### config.mk
export PLATFORM = sky130hd
export DESIGN_NAME = fiq_source_select
export DESIGN_NICKNAME = d
export VERILOG_FILES = /design/src/rtl/fiq_sel_pkg.sv /design/src/rtl/fiq_ctrl_reg.sv /design/src/rtl/fiq_src_mux.sv /design/src/rtl/fiq_source_select.sv
export SDC_FILE = /design/constraint.sdc
export NUM_CORES = 1
export LEC_CHECK = 0
export ABC_AREA = 1
export BUFFER_PORTS_ARGS = -buffer_cell sky130_fd_sc_hd__buf_4
export CORE_AREA = 2 2 71 73
export DETAILED_ROUTE_END_ITERATION = 10
export DIE_AREA = 0 0 73 75
export PLACE_DENSITY_LB_ADDON = 0.3
export SLEW_MARGIN = 5
export SYNTH_ARGS = -nofsm -noshare
export SYNTH_HDL_FRONTEND = slang
export SYNTH_SLANG_ARGS = --single-unit
export TNS_END_PERCENT = 100
### constraint.sdc
create_clock -name clk -period 2.26 [get_ports clk]
set_clock_uncertainty 0.15 [all_clocks]
set_input_delay 0.452 -clock clk [delete_from_list [all_inputs] [get_ports clk]]
set_output_delay 0.452 -clock clk [all_outputs]
set_load 0.01 [all_outputs]
### src/rtl/fiq_sel_pkg.sv
package fiq_sel_pkg;
  // Control word layout: the index in the low bits, the enable above them.
  localparam int IDX_W  = 7;
  localparam int CTRL_W = IDX_W + 1;

  typedef struct packed {
    logic             en;
    logic [IDX_W-1:0] idx;
  } fiq_ctrl_t;

  // True when an index names one of the total_lines flat sources.
  function automatic logic idx_in_range(input logic [IDX_W-1:0] idx,
                                        input int unsigned total_lines);
    return (int'(idx) < int'(total_lines));
  endfunction

  // Zero-extends the control word onto the read bus.
  function automatic logic [31:0] ctrl_to_word(input fiq_ctrl_t c);
    return {{(32-CTRL_W){1'b0}}, c};
  endfunction
endpackage

### src/rtl/fiq_ctrl_reg.sv
module fiq_ctrl_reg
  import fiq_sel_pkg::*;
(
  input  logic      clk,
  input  logic      rst_n,
  input  logic      wr_hit,
  input  fiq_ctrl_t wr_val,
  output fiq_ctrl_t ctrl_q
);
  always_ff @(posedge clk or negedge rst_n) begin
    if (!rst_n)      ctrl_q <= '0;
    else if (wr_hit) ctrl_q <= wr_val;
  end
endmodule

### src/rtl/fiq_src_mux.sv
module fiq_src_mux
  import fiq_sel_pkg::*;
#(
  parameter int TOTAL = 72
) (
  input  logic [TOTAL-1:0] flat_src,
  input  logic [IDX_W-1:0] idx,
  output logic             sel_valid,
  output logic             sel_line
);
  logic [TOTAL-1:0] hit;

  // One comparator per source; an index beyond TOTAL matches none.
  for (genvar i = 0; i < TOTAL; i++) begin : g_hit
    assign hit[i] = (idx == IDX_W'(i)) & flat_src[i];
  end

  assign sel_line  = |hit;
  assign sel_valid = idx_in_range(idx, TOTAL);
endmodule

### src/rtl/fiq_source_select.sv
module fiq_source_select
  import fiq_sel_pkg::*;
#(
  parameter int        B0_W        = 8,
  parameter int        B1_W        = 32,
  parameter int        B2_W        = 32,
  parameter int        ADDR_W      = 8,
  parameter int        DATA_W      = 32,
  parameter bit [7:0]  CTRL_OFFSET = 8'h0C
) (
  input  logic              clk,
  input  logic              rst_n,
  input  logic [B0_W-1:0]   irq_bank0,
  input  logic [B1_W-1:0]   irq_bank1,
  input  logic [B2_W-1:0]   irq_bank2,
  input  logic              reg_sel,
  input  logic              reg_we,
  input  logic [ADDR_W-1:0] reg_addr,
  input  logic [DATA_W-1:0] reg_wdata,
  output logic [DATA_W-1:0] reg_rdata,
  output logic              fiq_out
);
  localparam int TOTAL = B0_W + B1_W + B2_W;

  logic             addr_hit;
  logic             wr_hit;
  fiq_ctrl_t        ctrl_q;
  logic [TOTAL-1:0] flat_src;
  logic             sel_valid;
  logic             sel_line;
  logic [31:0]      ctrl_word;

  assign addr_hit = (reg_addr == ADDR_W'(CTRL_OFFSET));
  assign wr_hit   = reg_sel & reg_we & addr_hit;

  fiq_ctrl_reg u_ctrl (
    .clk    (clk),
    .rst_n  (rst_n),
    .wr_hit (wr_hit),
    .wr_val (fiq_ctrl_t'(reg_wdata[CTRL_W-1:0])),
    .ctrl_q (ctrl_q)
  );

  // Flat order: first wide bank low, second wide bank next, basic bank last.
  assign flat_src = {irq_bank0, irq_bank2, irq_bank1};

  fiq_src_mux #(.TOTAL(TOTAL)) u_mux (
    .flat_src  (flat_src),
    .idx       (ctrl_q.idx),
    .sel_valid (sel_valid),
    .sel_line  (sel_line)
  );

  assign fiq_out   = ctrl_q.en & sel_line;
  assign ctrl_word = ctrl_to_word(ctrl_q);
  assign reg_rdata = addr_hit ? DATA_W'(ctrl_word) : '0;

  assert_write_loads_R2: assert property (@(posedge clk) disable iff (!rst_n)
    wr_hit |=> (ctrl_q == $past(reg_wdata[CTRL_W-1:0])));

  assert_other_offset_holds_R3: assert property (@(posedge clk) disable iff (!rst_n)
    !wr_hit |=> $stable(ctrl_q));

  assert_no_source_quiet_R7: assert property (@(posedge clk) disable iff (!rst_n)
    !sel_valid |-> !fiq_out);

  assert_disabled_quiet_R8: assert property (@(posedge clk) disable iff (!rst_n)
    !ctrl_q.en |-> !fiq_out);

  assert_zero_write_off_R10: assert property (@(posedge clk) disable iff (!rst_n)
    (wr_hit && reg_wdata[CTRL_W-1:0] == '0) |=> !fiq_out);
endmodule

==> impl_metrics.yaml <==
outcome:
  run_status: "finished, violations left"
  failing_checks: "setup timing"
worst_setup_path:
  critPathBufInv: 3
  worst_path_largest_cell_delay_ns: 0.46
  critical_path_class: "flip-flop to primary output"
  worst_ep_arrival_time_ns: 1.87
  startpoint_type: "flip-flop"
  crit_path_top_delay_cell: "sky130_fd_sc_hd__dfrtp_2"
  setup.worst_path.end_class: "primary output"
  rrSetupSlack_ns: 1.03
  timing.critical_path.required_ns: 1.66
  crit_fanout: 5
  worst_path_dominant_cell_family: "simple AND/OR/NAND/NOR gates"
  cells_along_the_critical_path: "inv_4, nand2_4, buf_6, nor2_4, nand3_1, nand2_1, nor2_1, nand2_1, nor2_2, nand3_2, nor2_2, nor2_1, buf_4"
hold_path:
  holdCritPathClass: "primary input to flip-flop"
clock_network:
  tritoncts: "built"
  clock_tree.root_cell: "sky130_fd_sc_hd__clkbuf_8"
  cts-htree-levels: 1
  numClockSinks: 8
  clock_insertion_delay_worst_skew_ns: 0.22
  cts_buffers: 3
  worst_setup_hold_path_clk_slew_ns: 0.04
  cts_buffer_depth: 2
floorplanning:
  fp.dieArea_sq_um: 5475
  die_x_microns: 73
  core_sq_um: 4661
  boundaryPins: 149
  floorplan.rows: 25
  initial_utilization_pct: 29.66
  vertical_extent_of_the_die_microns: 75
synth:
  synthDistinctLibCells: 17
  mappedNetlistArea_sq_um: 1383
  yosys_warnings: 0
  postSynthCellCount: 244
  yosysSeqAreaShare_pct: 14.48
  synth.ff_latch_count: 8
  synthesis.area_per_instance_sq_um: 5.666
detailed_routing:
  drt-pass1-iter-count: 4
  post_route_antenna_net_violation_count: 0
  detail_route.drc_violations: 0
  num_vias: 1960
  post_drt_wl_per_cell_microns: 12.05
  first_iter_violations: 69
  route.detailed.vias_per_inst: 4.700
  routed_wirelength_microns: 5026
place:
  dpl_cell_area_sq_um: 2175
  post_detail_place_hpwl_microns: 4129
  buffer_ports.inserted: 100
  place.gp.congestion: 0.7844
  dp_worst_setup_slack_ns: -0.08973
global_route:
  first_global_vias: 1763
  grt_pass1_wl_microns: 7562
  maximum_number_of_pins_on_one_net_before_global_route_repair: 17
  grt_antenna_before_repair: 0
  grtUsageTotal_pct: 17.34
  overflow: 0
final_layout:
  largest_reg_flops: 8
  regMostFlops: "u_ctrl.ctrl_q"
  nets_finish: 481
  mostFrequentLayoutCells: "112 x sky130_fd_sc_hd__buf_4, 57 x sky130_fd_sc_hd__nand3_1, 52 x sky130_fd_sc_hd__nand2_1"
  num_antenna_cells: 0
  fill_cells: 464
  reg.largest.list: "u_ctrl.ctrl_q x8"
  utilization_pct: 54.66
  drive_gt1_share_pct: 52.62
  design_area_sq_um: 2547
  layout.cells.most_common: "sky130_fd_sc_hd__buf_4"
  area_delta_synth_final_pct: 84.25
timing:
  setup_slack_ns: -0.2092
  report.final.hold_viol_count: 0
  timing.final.max_slew_violations: 0
  finalSetupViolCount: 1
  maxClockFrequency_mhz: 405.0
  totalNegativeSetupSlack_ns: -0.2092
  period_share_pct: 109.3
  finalWorstPathRequiredPeriod_ns: 2.469
  rsz_0062_raised_after_global_routing: "true"
power_and_ir_drop:
  p_seq_share_pct: 27.6
  clockPowerShare_pct: 29.2
  worst_ir_drop_vdd_mv: 0.2933
  intPower_uw: 405.9
  totalPowerFinal_uw: 569.7
  pd_cells_nw_per_um2: 223.6
  power.leakage_nw: 1.368
  power_frac_comb_pct: 43.1
  power_switching_share_pct: 28.74
  power.net_switching_uw: 163.7
flow_run:
  maxCapViolCount: 0
-- cells by family after synthesis --
logic type      Yosys count  share of synthesized area, %
compound gates            2                        0.7240
other cells               1                        0.2712
flops                     8                         14.48
mux                       8                         6.516
simple gates            187                         59.82
buf+inv                  38                         18.19
-- synthesized netlist by cell type, drive strengths merged --
master | instances | area share [%]
dfrtp | 8 | 14
nor2 | 54 | 15
nor4 | 1 | 0.45
nor3 | 4 | 3.1
nand4 | 2 | 0.90
nand2 | 62 | 17
conb | 1 | 0.27
inv | 11 | 3.0
o21ai | 2 | 0.72
mux2 | 8 | 6.5
nand3 | 64 | 23
buf | 27 | 15
-- final cells by class --
| class | count | area [sq um] | share of cell area (%) |
|---|---|---|---|
| clock buffers | 3 | 41.29 | 1.621 |
| inverters | 11 | 51.30 | 2.014 |
| multi-input cells | 221 | 1231 | 48.33 |
| flip-flops and latches | 8 | 209.0 | 8.202 |
| well taps | 54 | 67.56 | 2.652 |
| repair buffers | 120 | 947.2 | 37.18 |
-- metal layers --
metal,vias up,part of all wire [%],global-route usage [%]
met1,860,42,22.21
met3,4,7.2,1.740
met2,95,50,31.53
met5,-,0,0
met4,0,0.62,3.704
li1,1001,-,-
-- final timing paths --
check                                             startpoint                           end  cells past startpoint
worst max register to register  u_ctrl.ctrl_q[6]$_DFFE_PN0P_  u_ctrl.ctrl_q[6]$_DFFE_PN0P_                      3
worst min register to register  u_ctrl.ctrl_q[7]$_DFFE_PN0P_  u_ctrl.ctrl_q[7]$_DFFE_PN0P_                      1
worst min-delay path                            reg_wdata[2]  u_ctrl.ctrl_q[2]$_DFFE_PN0P_                      2
worst max-delay path            u_ctrl.ctrl_q[0]$_DFFE_PN0P_                       fiq_out                     13
max in group asynchronous                              rst_n  u_ctrl.ctrl_q[5]$_DFFE_PN0P_                      2
min in group asynchronous                              rst_n  u_ctrl.ctrl_q[3]$_DFFE_PN0P_                      2
-- stage by stage --
stage / hold WS, ns / std cells
3_3_place_gp: 0.1254 / 407
5_1_grt: 0.3100 / 417
3_5_place_dp: 0.1276 / 407
6_report: 0.3099 / 417
2_1_floorplan: 0.006409 / 267
4_1_cts: 0.3039 / 415
-- worst register-to-register path: stages, from the launching register on --
cell                      delay [ns]
sky130_fd_sc_hd__dfrtp_2        0.42
sky130_fd_sc_hd__buf_4          0.15
sky130_fd_sc_hd__buf_4          0.14
sky130_fd_sc_hd__mux2_2         0.25
-- power groups by stage --
stage | Sequential [mW] | Clock (mW) | Combinational [mW]
global placement | 0.155 | 0 | 0.208
floorplan | 0.155 | 0 | 0.0954
CTS | 0.155 | 0.174 | 0.227
detailed placement | 0.155 | 0 | 0.210
finish | 0.157 | 0.166 | 0.246
global route | 0.158 | 0.182 | 0.267
-- repair_timing --
action                                  in CTS  in global routing
endpoints found under the setup margin       1                  1
gates resized for setup                     32                 51
hold buffers                                 1                  0
hold endpoints to repair                     8                  0
pin swaps                                    4                 25
buffers inserted                             4                  2
No activity file was read; power rests on OpenSTA's default activity.
